[config.mk]
export PLATFORM = sky130hd
export DESIGN_NAME = ucode_alu
export DESIGN_NICKNAME = d
export VERILOG_FILES = /design/src/rtl/ucode_alu_pkg.sv /design/src/rtl/alu_addsub.sv /design/src/rtl/alu_logic.sv /design/src/rtl/alu_shifter.sv /design/src/rtl/alu_flag_regs.sv /design/src/rtl/ucode_alu.sv
export SDC_FILE = /design/constraint.sdc
export NUM_CORES = 1
export LEC_CHECK = 0
export ABC_AREA = 1
export BUFFER_PORTS_ARGS = -buffer_cell sky130_fd_sc_hd__buf_4
export CORE_UTILIZATION = 35
export CTS_BUF_LIST = sky130_fd_sc_hd__clkbuf_16
export CTS_CLUSTER_DIAMETER = 50
export CTS_CLUSTER_SIZE = 28
export DETAILED_ROUTE_END_ITERATION = 10
export GPL_TIMING_DRIVEN = 1
export HOLD_SLACK_MARGIN = 0.15
export PLACE_DENSITY = 0.53
export SETUP_SLACK_MARGIN = 0.5
export SLEW_MARGIN = 20
export SYNTH_ARGS = -nofsm -noshare
export SYNTH_HDL_FRONTEND = slang
export SYNTH_SLANG_ARGS = --single-unit
[constraint.sdc]
create_clock -name clk -period 2.86 [get_ports clk]
set_input_delay 0.286 -clock clk [delete_from_list [all_inputs] [get_ports clk]]
set_output_delay 0.286 -clock clk [all_outputs]
set_load 0.005 [all_outputs]
[src/rtl/ucode_alu_pkg.sv]
package ucode_alu_pkg;

  // Individual microcode control bits, gathered once at the top.
  typedef struct packed {
    logic run;
    logic add_en;
    logic inv_rhs;
    logic cin_one;
    logic cin_flag;
    logic and_en;
    logic or_en;
    logic xor_en;
    logic shift_en;
    logic shift_right;
    logic roll_en;
    logic arith_en;
    logic save_carry;
    logic save_zero;
  } alu_ctrl_t;

  // Result source after priority resolution.
  typedef enum logic [2:0] {
    SRC_NONE  = 3'd0,
    SRC_ADD   = 3'd1,
    SRC_XOR   = 3'd2,
    SRC_OR    = 3'd3,
    SRC_AND   = 3'd4,
    SRC_SHIFT = 3'd5
  } res_src_e;

  function automatic res_src_e pick_source(input alu_ctrl_t c);
    if (c.shift_en)    return SRC_SHIFT;
    else if (c.and_en) return SRC_AND;
    else if (c.or_en)  return SRC_OR;
    else if (c.xor_en) return SRC_XOR;
    else if (c.add_en) return SRC_ADD;
    else               return SRC_NONE;
  endfunction

endpackage

[src/rtl/alu_addsub.sv]
module alu_addsub #(
  parameter int W = 8
) (
  input  logic [W-1:0] a_in,
  input  logic [W-1:0] b_in,
  input  logic         cin,
  output logic [W-1:0] sum,
  output logic         cout
);
  logic [W:0] wide;

  always_comb begin
    wide = {1'b0, a_in} + {1'b0, b_in} + {{W{1'b0}}, cin};
    sum  = wide[W-1:0];
    cout = wide[W];
  end
endmodule

[src/rtl/alu_logic.sv]
module alu_logic #(
  parameter int W = 8
) (
  input  logic [W-1:0] a_in,
  input  logic [W-1:0] b_in,
  output logic [W-1:0] and_out,
  output logic [W-1:0] or_out,
  output logic [W-1:0] xor_out
);
  always_comb begin
    and_out = a_in & b_in;
    or_out  = a_in | b_in;
    xor_out = a_in ^ b_in;
  end
endmodule

[src/rtl/alu_shifter.sv]
module alu_shifter #(
  parameter int W = 8
) (
  input  logic [W-1:0] data_in,
  input  logic [W-1:0] amount,
  input  logic         go_right,
  input  logic         rotate,
  input  logic         arith,
  output logic [W-1:0] data_out
);
  localparam int SHW = $clog2(W);

  logic             sign_bit;
  logic             over_range;
  logic [W-1:0]     stg [0:SHW];

  assign sign_bit = data_in[W-1];
  assign stg[0]   = data_in;

  // Amount bits above the log2 range make any non-rotating shift saturate.
  generate
    if (W > SHW) begin : g_over
      assign over_range = |amount[W-1:SHW];
    end else begin : g_noover
      assign over_range = 1'b0;
    end
  endgenerate

  // Logarithmic barrel: stage k moves by 2**k positions.
  generate
    for (genvar k = 0; k < SHW; k++) begin : g_stage
      localparam int S = 1 << k;
      logic [W-1:0] to_left;
      logic [W-1:0] to_right;
      logic [S-1:0] fill_l;
      logic [S-1:0] fill_r;

      always_comb begin
        fill_l = rotate ? stg[k][W-1:W-S] : '0;
        if (rotate)     fill_r = stg[k][S-1:0];
        else if (arith) fill_r = {S{sign_bit}};
        else            fill_r = '0;
      end

      assign to_left  = {stg[k][W-S-1:0], fill_l};
      assign to_right = {fill_r, stg[k][W-1:S]};
      assign stg[k+1] = amount[k] ? (go_right ? to_right : to_left) : stg[k];
    end
  endgenerate

  always_comb begin
    if (over_range && !rotate)
      data_out = (go_right && arith) ? {W{sign_bit}} : '0;
    else
      data_out = stg[SHW];
  end
endmodule

[src/rtl/alu_flag_regs.sv]
module alu_flag_regs #(
  parameter int W = 8
) (
  input  logic         clk,
  input  logic         rst,
  input  logic         save_carry,
  input  logic         save_zero,
  input  logic         carry_in,
  input  logic [W-1:0] res_in,
  input  logic         ld_stb,
  input  logic [W-1:0] ld_val,
  output logic         cf_q,
  output logic         zf_q
);
  logic cf_d;
  logic zf_d;

  always_comb begin
    cf_d = save_carry ? carry_in : cf_q;
    if (ld_stb)         zf_d = (ld_val == '0);
    else if (save_zero) zf_d = (res_in == '0);
    else                zf_d = zf_q;
  end

  always_ff @(posedge clk) begin
    if (rst) begin
      cf_q <= 1'b0;
      zf_q <= 1'b0;
    end else begin
      cf_q <= cf_d;
      zf_q <= zf_d;
    end
  end
endmodule

[src/rtl/ucode_alu.sv]
module ucode_alu #(
  parameter int W = 8
) (
  input  logic         clk,
  input  logic         rst,
  input  logic         run,
  input  logic         add_en,
  input  logic         inv_rhs,
  input  logic         cin_one,
  input  logic         cin_flag,
  input  logic         and_en,
  input  logic         or_en,
  input  logic         xor_en,
  input  logic         shift_en,
  input  logic         shift_right,
  input  logic         roll_en,
  input  logic         arith_en,
  input  logic         save_carry,
  input  logic         save_zero,
  input  logic [W-1:0] lhs,
  input  logic [W-1:0] rhs,
  input  logic         ld_zero_stb,
  input  logic [W-1:0] ld_byte,
  output logic [W-1:0] result,
  output logic         carry_flag,
  output logic         zero_flag
);
  import ucode_alu_pkg::*;

  alu_ctrl_t    ctl;
  res_src_e     src;
  logic [W-1:0] l_gated;
  logic [W-1:0] r_eff;
  logic         carry_in;
  logic [W-1:0] add_sum;
  logic         add_cout;
  logic [W-1:0] and_r, or_r, xor_r;
  logic [W-1:0] sh_r;

  assign ctl = '{run: run, add_en: add_en, inv_rhs: inv_rhs, cin_one: cin_one,
                 cin_flag: cin_flag, and_en: and_en, or_en: or_en, xor_en: xor_en,
                 shift_en: shift_en, shift_right: shift_right, roll_en: roll_en,
                 arith_en: arith_en, save_carry: save_carry, save_zero: save_zero};

  assign l_gated  = ctl.run ? lhs : '0;
  assign r_eff    = ctl.inv_rhs ? ~rhs : rhs;
  assign carry_in = ctl.cin_one | (ctl.cin_flag & carry_flag);
  assign src      = pick_source(ctl);

  alu_addsub #(.W(W)) u_add (
    .a_in (l_gated),
    .b_in (r_eff),
    .cin  (carry_in),
    .sum  (add_sum),
    .cout (add_cout)
  );

  alu_logic #(.W(W)) u_logic (
    .a_in    (l_gated),
    .b_in    (r_eff),
    .and_out (and_r),
    .or_out  (or_r),
    .xor_out (xor_r)
  );

  alu_shifter #(.W(W)) u_shift (
    .data_in  (lhs),
    .amount   (rhs),
    .go_right (ctl.shift_right),
    .rotate   (ctl.roll_en),
    .arith    (ctl.arith_en),
    .data_out (sh_r)
  );

  always_comb begin
    unique case (src)
      SRC_SHIFT: result = sh_r;
      SRC_AND:   result = and_r;
      SRC_OR:    result = or_r;
      SRC_XOR:   result = xor_r;
      SRC_ADD:   result = add_sum;
      default:   result = '0;
    endcase
  end

  alu_flag_regs #(.W(W)) u_flags (
    .clk        (clk),
    .rst        (rst),
    .save_carry (ctl.save_carry),
    .save_zero  (ctl.save_zero),
    .carry_in   (add_cout),
    .res_in     (result),
    .ld_stb     (ld_zero_stb),
    .ld_val     (ld_byte),
    .cf_q       (carry_flag),
    .zf_q       (zero_flag)
  );
endmodule

==> Yosys cells after proc, flatten, opt, wreduce, memory -nomap -nowiden <==
Index checks and enable logic that the tools add are counted.
Widths: inputs -> output; s select.
{ "totals": {"output_inout_bits": 10, "in_bits": 41, "register_bits": 2} }
{ "classes": {"reduce_logical": 7, "mux": 27, "n_addsub": 2, "n_bitwise": 6, "eq_ne": 5} }
{ "op_table": {"columns": ["cell", "count"], "rows": [
  ["$mux 8", 10],
  ["$pmux 8 s5", 1],
  ["$logic_not 8->1", 2],
  ["$mux 4", 3],
  ["$mux 2", 5],
  ["$add 8x8->9", 1],
  ["$add 9x1->9", 1],
  ["$and 8x8->8", 1],
  ["$not 8->8", 1],
  ["$or 8x8->8", 1],
  ["$xor 8x8->8", 1],
  ["$eq 3x2->1 const B", 2],
  ["$eq 3x3->1 const B", 2],
  ["$mux 1", 6],
  ["$mux 3", 2],
  ["$reduce_or 5->1", 1],
  ["$eq 3x1->1 const B", 1],
  ["$logic_and 1x1->1", 2],
  ["$reduce_bool 2->1", 1],
  ["$and 1x1->1", 1],
  ["$logic_not 1->1", 1],
  ["$or 1x1->1", 1]
]} }

==> Depth between registers and ports, before layout <==
{ "depth": {"ltp_word": 15, "mapped_depth": 19, "ltp_nobuf": 18} }

==> Modules after synthesis <==
Synthesis repeated with hierarchy kept, for this count alone.
{ "unflattened": {"hier_cells": 386, "hier_area_um2": 2123.3} }
{ "modules_own_cells": {"columns": ["module", "cells_per_inst", "instances", "area_per_inst_um2"], "rows": [
  ["alu_shifter", 149, 1, 694.4],
  ["ucode_alu", 115, 1, 605.6],
  ["alu_addsub", 59, 1, 384.1],
  ["alu_logic", 40, 1, 290.3],
  ["alu_flag_regs", 23, 1, 148.9]
]} }

==> Least setup slack after synthesis <==
OpenSTA, ideal clock, no wires.
{ "synth_path": {"kind": "input to register", "startpoint": "input port inv_rhs", "endpoint": "register u_flags.zf_q", "arrival_time_ns": 2.522, "required_ns": 2.794, "cell_stages": 15, "setup_slack_ns": 0.272, "path_buffers": 1, "setup_time_ns": 0.066, "path_cell_list": "clkbuf_1 > xnor2_1 > inv_1 > fa_1 > inv_1 > fa_1 > inv_1 > or2_2 > a31oi_1 > o211ai_1 > a21oi_2 > nand3_1 > nor2_1 > nand2_1 > a21oi_2"} }
{ "synth_between": {"elab_chain_cells": 7, "elab_cells_between_ends": 10, "cone_classes": "add/sub (2); mux (4); bitwise (3); reduce/logical (1)"} }
{ "synth_rtl": {"columns": ["element", "line_no", "source"], "rows": [
  ["start, declared", "ucode_alu.sv:8", "input logic inv_rhs,"],
  ["$mux 8 (*)", "ucode_alu.sv:46", "assign r_eff = ctl.inv_rhs ? ~rhs : rhs;"],
  ["$add 8x8->9", "alu_addsub.sv:13", "wide = {1'b0, a_in} + {1'b0, b_in} + {{W{1'b0}}, cin};"],
  ["$add 9x1->9", "alu_addsub.sv:13", null],
  ["$pmux 8 s5 (*)", "ucode_alu.sv:76", "unique case (src)"],
  ["$logic_not 8->1 (*)", "alu_flag_regs.sv:21", "else if (save_zero) zf_d = (res_in == '0);"],
  ["$mux 1 (*)", "alu_flag_regs.sv:21", null],
  ["$mux 1 (*)", "alu_flag_regs.sv:20", "if (ld_stb) zf_d = (ld_val == '0);"],
  ["end signal, assigned", "alu_flag_regs.sv:31", "zf_q <= zf_d;"],
  ["end, declared", "alu_flag_regs.sv:13", "output logic zf_q"]
]} }
Every way passes the cells marked *; elsewhere a longest branch is shown, timed or not. The select of a mux whose other input is x is not followed.
A chain may end at the register's enable or synchronous reset.

==> Worst setup path after layout <==
{ "layout_path": {"startpoint": "register u_flags.cf_q", "endpoint": "output port result[2]"} }
{ "layout_between": {"elab_chain_cells": 4} }
{ "layout_rtl": {"columns": ["element", "line_no", "source"], "rows": [
  ["start, declared", "alu_flag_regs.sv:12", "output logic cf_q,"],
  ["start signal, assigned", "alu_flag_regs.sv:27", "cf_q <= 1'b0;"],
  ["start signal, assigned", "alu_flag_regs.sv:30", "cf_q <= cf_d;"],
  ["$and 1x1->1", "ucode_alu.sv:47", "assign carry_in = ctl.cin_one | (ctl.cin_flag & carry_flag);"],
  ["$or 1x1->1", "ucode_alu.sv:47", null],
  ["$add 9x1->9", "alu_addsub.sv:13", null],
  ["$pmux 8 s5", "ucode_alu.sv:76", null],
  ["end, declared", "ucode_alu.sv:24", "output logic [W-1:0] result,"]
]} }
No other way between the ends.

==> run_results.csv <==
group,metric,value,unit
outcome,status,"completed",
detailed_routing,firstDrtPassIters,4,
timing,post-route-period-util,86.6,%
timing,setup_tns,0,ns
timing,rsz0062_at_grt,"true",
timing,relSlewSlack,76.7,%
cts,cts_tree,"built",
detailed_routing,routedWlPerCell,13.1,microns
power_and_ir_drop,ir_worst_vdd,0.204,mV
finish,fillers,521,
cts,cts_max_level,1,
finish,final_layout_size_suffix_gt1_share,30.8,%
yosys,ys.flop_type,"dfxtp_1",
finish,antenna_cells,0,
yosys,syn_area,0.00181,sq mm
yosys,synth_simple_gate_area_share,51.6,%
power_and_ir_drop,power_leakage,1.36,nW
placement,port_buffers,50,
floorplan,ioPinCount,51,
yosys,synth_top_family_by_area,"simple AND/OR/NAND/NOR gates",
yosys,async_flop_share,0,%
yosys,synth-seq-cells,2,
yosys,yosysMostFrequentCell,"nand2_1",
critical_path,start_kind,"flip-flop",
yosys,synth.net_count,389,
detailed_routing,vias_per_cell,4.93,
global_route,antenna_found_initial,0,
yosys,synth_mux_area_share,0,%
floorplan,die_y,74.0,microns
detailed_routing,ant_nets,0,
critical_path,max_stage_delay,0.35,ns
timing,setup_viol,0,
floorplan,die_x,74.0,microns
cts,clockBufferDepth,2,
floorplan,initial_core_util,37.4,%
placement,gp_congestion,0.862,
detailed_routing,drt_iter0_markers,149,
global_route,grt_pass1_wl,9340,microns
floorplan,core_area,0.00485,sq mm
yosys,synthTopCellsByArea,"nand2_1 (20%), nand3_1 (12%), ha_1 (11%)",
critical_path,cp_max_fo,3,
finish,multi_input_area,0.00168,sq mm
finish,final_cells,444,
critical_path,critPathKind,"reg -> out",
yosys,synth_adder_area_share,13.2,%
global_route,grt-ovfl-total,0,
timing,hold_viol_final,0,
cts,holdBufCountCts,0,
cts,cts_made_buffers,3,
timing,slew_violations,0,
yosys,yosysWarnings,0,
finish,nets,438,
yosys,synth_top_area_share,19.7,%
timing,whs,0.258,ns
finish,area_growth,37.2,%
yosys,synthTopCellsByCount,"nand2_1 (95), inv_1 (46), nand3_1 (44)",
timing,worst_pin_slew,0.349,ns
placement,dp_hpwl,4690,microns
cts,clk_pin_slew,0.03,ns
yosys,seq_area_frac_synth,2.21,%
flow_run,maxCapViolCount,0,
yosys,synth-xor-area-share,3.86,%
yosys,synth_compound_area_share,14.3,%
yosys,synthDistinctLibCells,38,
timing,max_freq,0.404,GHz
yosys,synth.avg_cell_area,5.50,sq um
finish,seq_area,41.3,sq um
timing,fin_crit,2.48,ns
detailed_routing,num_vias,2191,
floorplan,die-area,0.00548,sq mm
critical_path,cp.arrival,2.19,ns
placement,dpl.cell_count,439,
critical_path,worst_setup_path_end_kind,"primary output",
critical_path,worstPathRequired,2.57,ns
yosys,netlist_instances,330,
yosys,synth_edf_count,0,
cts,clock_latency,0.22,ns
power_and_ir_drop,power.density,281,mW/mm^2
critical_path,critPathSlowestCell,"fa_2",
global_route,grt_pass1_vias,2052,
global_route,grt_max_degree,21,
detailed_routing,routed_wl,5820,microns
hold_path,hold_path_class,"in -> reg",
cts,cts-root-buf,"clkbuf_16",
critical_path,path_cells,"a21o_1 -> fa_2 -> inv_2 -> fa_2 -> inv_2 -> or2_4 -> a31oi_1 -> o211ai_1 -> a21oi_2 -> inv_1 -> buf_6",
yosys,synth_top_cell_by_area,"nand2_1",
cts,cts_num_sinks,2,
detailed_routing,drc,0,
global_route,grt_usage,22.1,%
timing,clock_skew,0.0000564,ns
floorplan,rows,25,
## worst paths after layout
kind / startpoint / to / slack [ns] / cells after the start
max: u_flags.cf_q / result[2] / 0.38 / 11
min: save_carry / u_flags.cf_q / 0.26 / 2
max reg2reg: u_flags.cf_q / u_flags.zf_q / 0.67 / 13
min reg2reg: u_flags.zf_q / u_flags.zf_q / 0.53 / 2
## critical path: cells and delay by family (launching register included)
kind / cells / cell delay, ns
AND/OR/NAND/NOR: 1 / 0.21
adder cells (fa/ha/maj): 2 / 0.53
AO/OA/AOI/OAI: 4 / 0.63
flip-flops: 1 / 0.31
buffers and inverters: 4 / 0.29
## flip-flops by register name, indices dropped and copies added (netlist names)
register and flops:
u_flags.zf_q 1, u_flags.cf_q 1
## cells by family after synthesis
group,after synthesis
buffers and inverters,62
DFF,2
AOI/OAI and AO/OA,43
xor gates and xnor gates,8
and+or+nand+nor,197
adders and majority gates,18
## what timing repair did
action                     CTS  global route
gates resized for setup     16            25
setup endpoints to repair    7             8
setup buffers                2             0
pin swaps                    5             2
## power breakdown
part / switching [mW] / internal (mW) / total [mW]
Clock: 0.0329 / 0.178 / 0.211
Combinational: 0.252 / 0.204 / 0.457
Sequential: 0.000956 / 0.0302 / 0.0312
## per-layer routing
layer	vias to the layer above	track usage (%)	part of all wire [%]
met5	-	0	0
met1	947	32.0	50
met4	0	4.27	1.0
met2	79	36.2	44
li1	1158	-	-
met3	7	1.08	5.3
## layout by cell type, fill, tap and decap left out, types with 4 or more instances in the layout
| cell | netlist | final |
|---|---|---|
| nand2_2 | 7 | 9 |
| nor2_1 | 23 | 23 |
| nand3_2 | 10 | 11 |
| ha_4 | 0 | 5 |
| o21ai_0 | 8 | 6 |
| inv_1 | 46 | 41 |
| nand3_1 | 44 | 43 |
| inv_2 | 5 | 10 |
| or2_1 | 4 | 4 |
| nand2_1 | 95 | 93 |
| xnor2_2 | 0 | 5 |
| buf_4 | 1 | 49 |
| a31oi_1 | 4 | 4 |
| a21oi_1 | 14 | 11 |
| a21oi_2 | 3 | 6 |
| ha_1 | 16 | 11 |
## through the flow
stage / setup WS, ns / area (sq um) / util [%] / total power [mW]
detailed placement: 0.267 / 2220 / 45.7 / 0.427
global route: 0.277 / 2490 / 51.4 / 0.758
finish: 0.384 / 2490 / 51.4 / 0.699
CTS: 0.374 / 2350 / 48.5 / 0.659
global placement: 0.252 / 2220 / 45.7 / 0.431
floorplan: 0.534 / 1830 / - / 0.293
## cell type report
cell class,instances,area share [%]
Sequential cell,2,1.66
Timing Repair Buffer,52,16.3
Inverter,54,8.19
Clock buffer,3,3.02
Tap cell,67,3.37
Multi-Input combinational cell,266,67.5
No activity file was read; power rests on OpenSTA's default activity.
